==> config.mk <==
export PLATFORM = sky130hd
export DESIGN_NAME = dma_cycle_seq
export DESIGN_NICKNAME = d
export VERILOG_FILES = /design/src/rtl/dma_seq_pkg.sv /design/src/rtl/dma_seq_datapath.sv /design/src/rtl/dma_seq_ctrl.sv /design/src/rtl/dma_cycle_seq.sv
export SDC_FILE = /design/constraint.sdc
export NUM_CORES = 1
export LEC_CHECK = 0
export BUFFER_PORTS_ARGS = -buffer_cell sky130_fd_sc_hd__clkbuf_2
export CAP_MARGIN = 20
export CORE_UTILIZATION = 40
export DETAILED_ROUTE_END_ITERATION = 12
export PLACE_DENSITY = 0.65
export SLEW_MARGIN = 0
export SYNTH_ARGS = -nofsm -noshare
export SYNTH_HDL_FRONTEND = slang
export SYNTH_SLANG_ARGS = --single-unit
export TNS_END_PERCENT = 20
==> constraint.sdc <==
create_clock -name clk -period 4.65 [get_ports clk]
set_input_delay 0.2325 -clock clk [delete_from_list [all_inputs] [get_ports clk]]
set_output_delay 0.2325 -clock clk [all_outputs]
set_load 0.05 [all_outputs]
==> src/rtl/dma_seq_pkg.sv <==
package dma_seq_pkg;
  typedef enum logic [2:0] {
    ST_IDLE, ST_XAL, ST_T1, ST_T2, ST_TW, ST_T3
  } tState_e;

  typedef struct packed {
    logic load;
    logic advance;
  } ctrlCmd_t;

  typedef struct packed {
    logic lastWord;
    logic crossLow;
    logic readyOk;
    logic countZero;
  } dpStat_t;
endpackage

==> src/rtl/dma_seq_datapath.sv <==
module dma_seq_datapath
  import dma_seq_pkg::*;
#(
  parameter int ADDR_W      = 32,
  parameter int LOW_W       = 16,
  parameter int CNT_W       = 16,
  parameter int SYNC_STAGES = 2
) (
  input  logic              clk,
  input  logic              rstN,
  input  logic              busWide,
  input  logic              readyN,
  input  ctrlCmd_t          cmd,
  input  logic [ADDR_W-1:0] startAddr,
  input  logic [CNT_W-1:0]  wordCount,
  output logic [ADDR_W-1:0] addrCur,
  output dpStat_t           stat
);
  localparam int LAST = SYNC_STAGES - 1;

  logic [ADDR_W-1:0] addrReg;
  logic [CNT_W-1:0]  cntReg;
  logic              wideReg;
  logic [LOW_W:0]    lowSum;
  logic [ADDR_W-1:0] step;
  logic [SYNC_STAGES-1:0] syncQ;

  // width is sampled while reset is held, frozen once released
  always_ff @(posedge clk) begin
    if (!rstN) wideReg <= busWide;
  end

  assign step   = wideReg ? ADDR_W'(2) : ADDR_W'(1);
  assign lowSum = {1'b0, addrReg[LOW_W-1:0]} + (LOW_W+1)'(step);

  always_ff @(posedge clk or negedge rstN) begin
    if (!rstN) begin
      addrReg <= '0;
      cntReg  <= '0;
    end else if (cmd.load) begin
      addrReg <= startAddr;
      cntReg  <= wordCount;
    end else if (cmd.advance) begin
      addrReg <= addrReg + step;
      cntReg  <= cntReg - CNT_W'(1);
    end
  end

  generate
    for (genvar g = 0; g < SYNC_STAGES; g++) begin : gSync
      always_ff @(posedge clk or negedge rstN) begin
        if (!rstN) syncQ[g] <= 1'b1;
        else if (g == 0) syncQ[g] <= readyN;
        else syncQ[g] <= syncQ[(g == 0) ? 0 : g-1];
      end
    end
  endgenerate

  assign addrCur        = addrReg;
  assign stat.lastWord  = (cntReg == CNT_W'(1));
  assign stat.crossLow  = lowSum[LOW_W];
  assign stat.readyOk   = ~syncQ[LAST];
  assign stat.countZero = (wordCount == '0);

  p_width_frozen_r7: assert property (@(posedge clk) disable iff (!rstN)
    rstN |=> $stable(wideReg));
  p_count_step_r8: assert property (@(posedge clk) disable iff (!rstN)
    cmd.advance |=> cntReg == $past(cntReg) - CNT_W'(1));
  p_addr_step_r5: assert property (@(posedge clk) disable iff (!rstN)
    cmd.advance |=> addrReg - $past(addrReg) == (wideReg ? ADDR_W'(2) : ADDR_W'(1)));
endmodule

==> src/rtl/dma_seq_ctrl.sv <==
module dma_seq_ctrl
  import dma_seq_pkg::*;
(
  input  logic     clk,
  input  logic     rstN,
  input  logic     startReq,
  input  logic     dirRead,
  input  dpStat_t  stat,
  output ctrlCmd_t cmd,
  output logic     readStrobeN,
  output logic     writeStrobeN,
  output logic     extLatch,
  output logic     busy,
  output logic     done
);
  tState_e state, stateNext;
  logic dirReg, doneReg, strobeOn;

  always_comb begin
    stateNext   = state;
    cmd.load    = 1'b0;
    cmd.advance = 1'b0;
    unique case (state)
      ST_IDLE: if (startReq && !stat.countZero) begin
        cmd.load  = 1'b1;
        stateNext = ST_XAL;
      end
      ST_XAL: stateNext = ST_T1;
      ST_T1:  stateNext = ST_T2;
      ST_T2, ST_TW: stateNext = stat.readyOk ? ST_T3 : ST_TW;
      ST_T3: begin
        cmd.advance = 1'b1;
        if (stat.lastWord)      stateNext = ST_IDLE;
        else if (stat.crossLow) stateNext = ST_XAL;
        else                    stateNext = ST_T1;
      end
      default: stateNext = ST_IDLE;
    endcase
  end

  always_ff @(posedge clk or negedge rstN) begin
    if (!rstN) begin
      state   <= ST_IDLE;
      dirReg  <= 1'b0;
      doneReg <= 1'b0;
    end else begin
      state   <= stateNext;
      doneReg <= (state == ST_T3) && stat.lastWord;
      if (cmd.load) dirReg <= dirRead;
    end
  end

  assign strobeOn     = (state == ST_T2) || (state == ST_TW);
  assign readStrobeN  = ~(strobeOn && dirReg);
  assign writeStrobeN = ~(strobeOn && !dirReg);
  assign extLatch     = (state == ST_XAL);
  assign busy         = (state != ST_IDLE);
  assign done         = doneReg;

  p_strobe_excl_r3: assert property (@(posedge clk) disable iff (!rstN)
    !(!readStrobeN && !writeStrobeN));
  p_latch_then_setup_r2: assert property (@(posedge clk) disable iff (!rstN)
    extLatch |=> (state == ST_T1) && readStrobeN && writeStrobeN);
  p_wait_holds_r4: assert property (@(posedge clk) disable iff (!rstN)
    (strobeOn && !stat.readyOk) |=> (state == ST_TW) && $stable(readStrobeN) && $stable(writeStrobeN));
  p_done_single_r8: assert property (@(posedge clk) disable iff (!rstN)
    done |=> !done && !busy);
  p_busy_ignores_start_r9: assert property (@(posedge clk) disable iff (!rstN)
    (busy && startReq) |-> !cmd.load);
endmodule

==> src/rtl/dma_cycle_seq.sv <==
module dma_cycle_seq
  import dma_seq_pkg::*;
#(
  parameter int ADDR_W      = 32,
  parameter int CNT_W       = 16,
  parameter int SYNC_STAGES = 2,
  localparam int LOW_W      = ADDR_W / 2
) (
  input  logic              clk,
  input  logic              rstN,
  input  logic              busWide,
  input  logic              startReq,
  input  logic [ADDR_W-1:0] startAddr,
  input  logic [CNT_W-1:0]  wordCount,
  input  logic              dirRead,
  input  logic              readyN,
  output logic              readStrobeN,
  output logic              writeStrobeN,
  output logic [LOW_W-1:0]  addrLow,
  output logic [LOW_W-1:0]  addrHigh,
  output logic              extLatch,
  output logic              busy,
  output logic              done
);
  ctrlCmd_t          cmd;
  dpStat_t           stat;
  logic [ADDR_W-1:0] addrCur;

  dma_seq_datapath #(
    .ADDR_W(ADDR_W), .LOW_W(LOW_W), .CNT_W(CNT_W), .SYNC_STAGES(SYNC_STAGES)
  ) uDp (
    .clk(clk), .rstN(rstN), .busWide(busWide), .readyN(readyN), .cmd(cmd),
    .startAddr(startAddr), .wordCount(wordCount), .addrCur(addrCur), .stat(stat)
  );

  dma_seq_ctrl uCtrl (
    .clk(clk), .rstN(rstN), .startReq(startReq), .dirRead(dirRead), .stat(stat),
    .cmd(cmd), .readStrobeN(readStrobeN), .writeStrobeN(writeStrobeN),
    .extLatch(extLatch), .busy(busy), .done(done)
  );

  assign addrLow  = addrCur[LOW_W-1:0];
  assign addrHigh = addrCur[ADDR_W-1:LOW_W];

  p_idle_quiet_r1: assert property (@(posedge clk) disable iff (!rstN)
    !busy |-> readStrobeN && writeStrobeN && !extLatch);
endmodule

==> results of run 1 <==
==> how the worst max path moves through the flow <==
stage,endpoint,depth (start not counted),slack (ns)
6_report,uDp.addrCur[26],9,1.81
5_1_grt,uDp.addrCur[26],9,1.62
4_1_cts,uDp.addrCur[26],9,1.81
3_5_place_dp,uDp.addrCur[26],9,1.84
3_3_place_gp,uDp.addrCur[26],9,1.88
2_1_floorplan,uDp.addrCur[26],9,1.71
==> synthesized netlist by cell type, types with 3 or more instances <==
library cell | n | area, um^2
nand4_1 | 7 | 43.8
nor2_1 | 24 | 90.1
nor3_1 | 18 | 90.1
or3_1 | 5 | 31.3
clkbuf_1 | 15 | 56.3
o211ai_1 | 12 | 90.1
a21oi_1 | 13 | 65.1
ha_1 | 4 | 50.1
dfrtp_1 | 53 | 1330
xnor2_1 | 7 | 61.3
nand3_1 | 15 | 75.1
a22oi_1 | 3 | 22.5
buf_2 | 3 | 15.0
a221o_1 | 7 | 70.1
o22ai_1 | 5 | 31.3
nand2b_1 | 3 | 18.8
o311ai_0 | 10 | 87.6
a211oi_1 | 4 | 30.0
inv_1 | 12 | 45.0
a31oi_1 | 3 | 18.8
nand2_1 | 54 | 203
and4_1 | 3 | 26.3
nor4_1 | 14 | 87.6
or4_1 | 3 | 22.5
o21ai_0 | 28 | 140
==> metal layers <==
metal | share of wire [%] | vias up | routed length [um]
li1 | - | 1528 | -
met1 | 48 | 1476 | 4200
met2 | 45 | 90 | 3900
met3 | 5.4 | 11 | 468
met4 | 1.2 | 0 | 100
met5 | 0 | - | 0
==> state kept, by name (all words and copies together) (netlist names) <==
| signal | cells |
|---|---|
| uCtrl.dirReg | 1 |
| uCtrl.done | 1 |
| uCtrl.state | 3 |
| uDp.addrCur | 32 |
| uDp.cntReg | 16 |
| uDp.syncQ | 2 |
| uDp.wideReg | 1 |
==> logic make-up (layout without fill, tap and decap cells) <==
kind of cell               after synthesis  after routing  share of synthesized area (%)
AOI/OAI and AO/OA                       98             98                           20.6
and+or+nand+nor                        165            165                           26.9
buffers and inverters                   33            112                           4.32
xor gates and xnor gates                 8              8                           2.18
adders and majority gates                5              5                           2.18
DFF                                     56             56                           43.8
==> stage by stage <==
step / total power, mW / std cells / cell area (um^2) / hold slack (ns)
final: 2.70 / 546 / 3850 / 0.0756
after global routing: 2.87 / 546 / 3850 / 0.0959
after CTS: 2.71 / 546 / 3850 / 0.0861
after detailed placement: 2.35 / 537 / 3710 / 0.329
after global placement: 2.32 / 537 / 3710 / 0.324
after floorplan: 2.00 / 365 / 3220 / -0.0631
==> critical path, stage by stage (launching register included) <==
cell and delay (ns):
edfxtp_1 0.40, inv_1 0.11, ha_1 0.17, inv_1 0.05, fa_1 0.41, nand4b_1 0.21, or3_4 0.38, or3_1 0.43
or4_1 0.42, a31oi_1 0.16
==> cell type report <==
type	count	area [um^2]	share of cell area (%)
Multi-Input combinational cell	276	1670	43.4
Sequential cell	56	1410	36.6
Timing Repair Buffer	92	468	12.2
Tap cell	102	128	3.32
Clock buffer	7	96.3	2.50
Inverter	12	45.0	1.17
Clock inverter	1	30.0	0.781
==> power groups by stage <==
stage / Combinational [mW] / Clock, mW / Sequential [mW]
global route: 1.46 / 0.378 / 1.04
global placement: 1.33 / 0 / 0.989
finish: 1.35 / 0.353 / 0.996
detailed placement: 1.35 / 0 / 0.998
floorplan: 0.648 / 0 / 1.35
CTS: 1.36 / 0.365 / 0.988
==> impl_metrics.py, run 1 <==
metrics = {
    "status": {
        "outcome": "completed",
    },
    "synth": {
        "syn_area_mm2": 0.00322,
        "ys_warn_count": 0,
        "syn_inst": 365,
        "avgSynthCellArea_um2": 8.81,
        "synth_cell_types": 55,
        "synth-async-reset-ratio_pct": 98.2,
        "synth_seq_cells": 56,
        "synth_fp_nets": 424,
        "yosysSeqAreaShare_pct": 43.8,
        "synth-edff-count": 1,
        "yosys_most_used_dff": "dfrtp_1",
    },
    "power": {
        "p_int_mw": 1.29,
        "p_leak_nw": 1.62,
        "ir_drop_v": 0.000246,
        "p_clk_share_pct": 13.1,
        "p_sw_share_pct": 52.4,
        "combPwrFrac_pct": 50.0,
        "switchingPower_mw": 1.41,
        "p_per_area_mw_per_mm2": 702,
        "p_seq_share_pct": 36.9,
    },
    "worst_setup_path": {
        "cp-end-kind": "flip-flop",
        "critical_path_required_ns": 4.88,
        "r2r-end": "uDp.addrCur[26]",
        "cp_data_arrival_time_ns": 3.08,
        "r2r_slack_ns": 1.81,
        "reg2regPathDepth": 9,
        "crit_start": "uDp.wideReg",
        "crit_type": "reg2reg",
        "r2r-start": "uDp.wideReg",
        "start_kind": "flip-flop",
        "path_max_fanout": 8,
    },
    "job": {
        "cap_viol_max_count": 0,
    },
    "cells_and_area": {
        "final_common_cell": "clkbuf_2",
        "layout_common_cells": "clkbuf_2 (90), nand2_1 (54), dfrtp_1 (53)",
        "nNetsFinal": 502,
        "drive_gt1_share_pct": 25.0,
        "area_delta_synth_final_pct": 19.6,
        "n_antenna_cell": 0,
        "fin_util_pct": 49.5,
        "fillers": 801,
    },
    "clock_tree": {
        "cts.sinks": 56,
        "hold_buffers": 1,
        "cts_resized": 0,
        "cts_setup_buffers": 0,
        "cts_root_buffer": "clkbuf_8",
        "clock_latency_ns": 0.31,
        "cts_tree": "yes",
        "numCtsBuffers": 5,
        "clk_pin_slew_worst_paths_ns": 0.10,
        "htree_levels": 2,
        "cts.path.max_buffers": 2,
    },
    "sta": {
        "post-route-period-util_pct": 61.1,
        "hold_viol": 0,
        "fin_skew_ns": 0.00543,
        "slew_headroom_pct": 32.7,
        "worst_slack_ns": 1.81,
        "period_needed_ns": 2.84,
        "rsz0062_at_grt": "false",
        "drv_slew": 0,
        "max_slew.worst_pin.slew_ns": 1.01,
        "fin_setup_tns_ns": 0,
        "max_freq_mhz": 352,
        "setup_viol": 0,
    },
    "global_routing": {
        "use_met2_pct": 33.8,
        "grt_max_degree": 56,
        "top_usage_layer": "met2",
        "grt_overflow": 0,
        "grt.met3_usage_pct": 3.90,
        "grt_use_total_pct": 20.9,
        "met1_usage_pct": 28.8,
        "antenna_found_initial": 0,
        "grt_pass1_wl_mm": 14.0,
        "first_global_vias": 2847,
    },
    "routing": {
        "num_vias": 3105,
        "wl_per_cell_um": 15.9,
        "routed_wl_mm": 8.67,
        "drt-initial-drc-count": 145,
        "viasPerCell": 5.69,
        "final_antenna_net_count": 0,
        "drtPass1Iterations": 4,
        "post-route-drc-count": 0,
    },
    "placement": {
        "dp_slack_ns": 1.84,
        "dp_hpwl_mm": 6.09,
        "numPortBuffers": 90,
        "gp_congestion": 0.813,
    },
    "floorplan": {
        "initial_utilization_pct": 41.4,
        "placementRows": 32,
        "die-width_um": 91.7,
        "core-area_mm2": 0.00777,
        "ioPinCount": 91,
        "dieHeight_um": 91.7,
        "die-area_mm2": 0.00840,
    },
    "hold_path": {
        "hold_path_class": "in2async",
    },
}
Note: power is estimated with default switching activity, not from simulation.
==> run 2: changes to the inputs <==
- PLACE_DENSITY: 0.65 -> 0.67
- clock period: 4.65 -> 2.4 ns (I/O delays scaled with it)
==> impl_metrics.py, run 2 (synthesis gave the netlist of run 1 again) <==
metrics = {
    "status": {
        "outcome": "finished, violations left",
        "violations": "negative hold slack, negative setup slack",
    },
    "cells_and_area": {
        "nNetsFinal": 531,
        "fin_cells": 575,
        "seqCellArea_mm2": 0.00141,
        "n_antenna_cell": 0,
        "largest_register_ffs": 32,
        "fillers": 767,
        "fin_area_mm2": 0.00414,
        "drive_gt1_share_pct": 31.9,
        "layout_common_cells": "clkbuf_2 (90), nand2_1 (54), dfrtp_1 (51)",
        "final_common_cell": "clkbuf_2",
        "multi_input_area_mm2": 0.00172,
        "area_delta_synth_final_pct": 28.5,
    },
    "sta": {
        "slew_headroom_pct": 53.1,
        "fin_skew_ns": 0.00878,
        "rsz0062_at_grt": "true",
        "hold_slack_ns": -0.0123,
        "drv_slew": 0,
        "hold_viol": 28,
        "max_slew.worst_pin.slew_ns": 0.704,
        "worst_slack_ns": -0.102,
        "setup_viol": 2,
        "max_freq_mhz": 400,
        "period_needed_ns": 2.50,
        "post-route-period-util_pct": 104,
        "fin_setup_tns_ns": -0.108,
    },
    "clock_tree": {
        "cts_tree": "yes",
        "htree_levels": 2,
        "cts.path.max_buffers": 2,
        "numCtsBuffers": 5,
        "cts.sinks": 56,
        "clk_pin_slew_worst_paths_ns": 0.10,
        "cts_root_buffer": "clkbuf_8",
        "clock_latency_ns": 0.30,
    },
    "routing": {
        "final_antenna_net_count": 0,
        "drtPass1Iterations": 5,
        "wl_per_cell_um": 15.6,
        "drt-initial-drc-count": 179,
        "routed_wl_mm": 8.99,
        "viasPerCell": 5.79,
        "num_vias": 3329,
        "post-route-drc-count": 0,
    },
    "power": {
        "p_per_area_mw_per_mm2": 1320,
        "ir_drop_v": 0.000565,
        "p_leak_nw": 1.76,
    },
    "global_routing": {
        "grt_use_total_pct": 22.4,
        "grt_overflow": 0,
        "grt_pass1_wl_mm": 14.9,
        "grt_max_degree": 56,
        "first_global_vias": 3096,
        "antenna_found_initial": 0,
    },
    "floorplan": {
        "placementRows": 32,
        "core-area_mm2": 0.00777,
        "die-area_mm2": 0.00840,
        "die-width_um": 91.7,
        "initial_utilization_pct": 41.4,
        "ioPinCount": 91,
        "dieHeight_um": 91.7,
    },
    "worst_setup_path": {
        "start_kind": "flip-flop",
        "slowest_stage": "edfxtp_1",
        "cp-end-kind": "flip-flop",
        "critical_path_required_ns": 2.63,
        "path_cells": "inv_2 -> ha_4 -> inv_2 -> fa_2 -> nand4b_1 -> or3_4 -> or3_4 -> or4_1 -> a31oi_1",
        "cp_data_arrival_time_ns": 2.73,
        "path_max_fanout": 2,
        "slowest_delay_ns": 0.41,
        "crit_type": "reg2reg",
    },
    "placement": {
        "dp.cells": 563,
        "dp_hpwl_mm": 6.72,
        "placed_area_mm2": 0.00394,
        "gp_congestion": 0.842,
        "numPortBuffers": 90,
    },
    "job": {
        "cap_viol_max_count": 0,
    },
    "hold_path": {
        "hold_path_class": "in2async",
    },
}
[run 2: timing repair]
action                                  CTS  global route
buffers inserted                          0             2
endpoints found under the setup margin    3            10
resized for setup                         5             6
pin swaps                                 1             2
endpoints found under the hold margin     1             1
hold buffers                              1             1
[run 2: layout make-up]
type                       count  area share, %
clock buffer                   7           2.33
clock inverter                 1          0.726
multi-input combinational    276           41.6
tap                          102           3.09
inverter                      12           1.09
sequential                    56           34.1
timing repair buffer         121           17.0
[run 2: worst max-delay path, delay by kind of cell, from the launching register on]
| family | cells | cell delay [ns] |
|---|---|---|
| and+or+nand+nor | 4 | 1.28 |
| DFF | 1 | 0.41 |
| buffers and inverters | 2 | 0.13 |
| AOI/OAI and AO/OA | 1 | 0.15 |
| adders and majority gates | 2 | 0.46 |
[run 2: stage by stage]
| step | power [mW] | util, % | hold WS (ns) | setup WS (ns) |
|---|---|---|---|---|
| 6_report | 5.48 | 53.2 | -0.0123 | -0.102 |
| 5_1_grt | 5.86 | 53.2 | 0.0139 | -0.231 |
| 4_1_cts | 5.46 | 52.5 | 0.00816 | -0.118 |
| 3_5_place_dp | 4.78 | 50.7 | 0.212 | -0.161 |
| 3_3_place_gp | 4.71 | 50.7 | 0.214 | -0.0869 |
| 2_1_floorplan | 3.89 | - | -0.176 | -0.305 |
[run 2: path summary, 6_finish.rpt]
| kind | startpoint | endpoint | slack [ns] | depth (start not counted) |
|---|---|---|---|---|
| worst min-delay path | rstN | uCtrl.state[1] | -0.01 | 2 |
| worst min register to register | uDp.syncQ[0] | uDp.syncQ[1] | 0.36 | 0 |
| worst max-delay path | uDp.wideReg | uDp.addrCur[26] | -0.10 | 9 |
| max in group asynchronous | rstN | uDp.addrCur[0] | 1.90 | 2 |
| min in group clk | dirRead | uCtrl.dirReg | 0.01 | 3 |
| worst max register to register | uDp.wideReg | uDp.addrCur[26] | -0.10 | 9 |
[run 2: report_power, final]
group | internal (mW) | total [mW] | switching (mW)
combinational | 0.937 | 2.90 | 1.97
sequential | 1.37 | 1.89 | 0.526
clock | 0.369 | 0.679 | 0.310
[run 2: per-layer routing]
layer,up-vias,part of all wire [%],global-route usage (%)
met2,138,46,35.4
met5,-,0,0
met3,13,7.2,4.81
li1,1593,-,-
met1,1585,45,30.7
met4,0,1.6,6.88
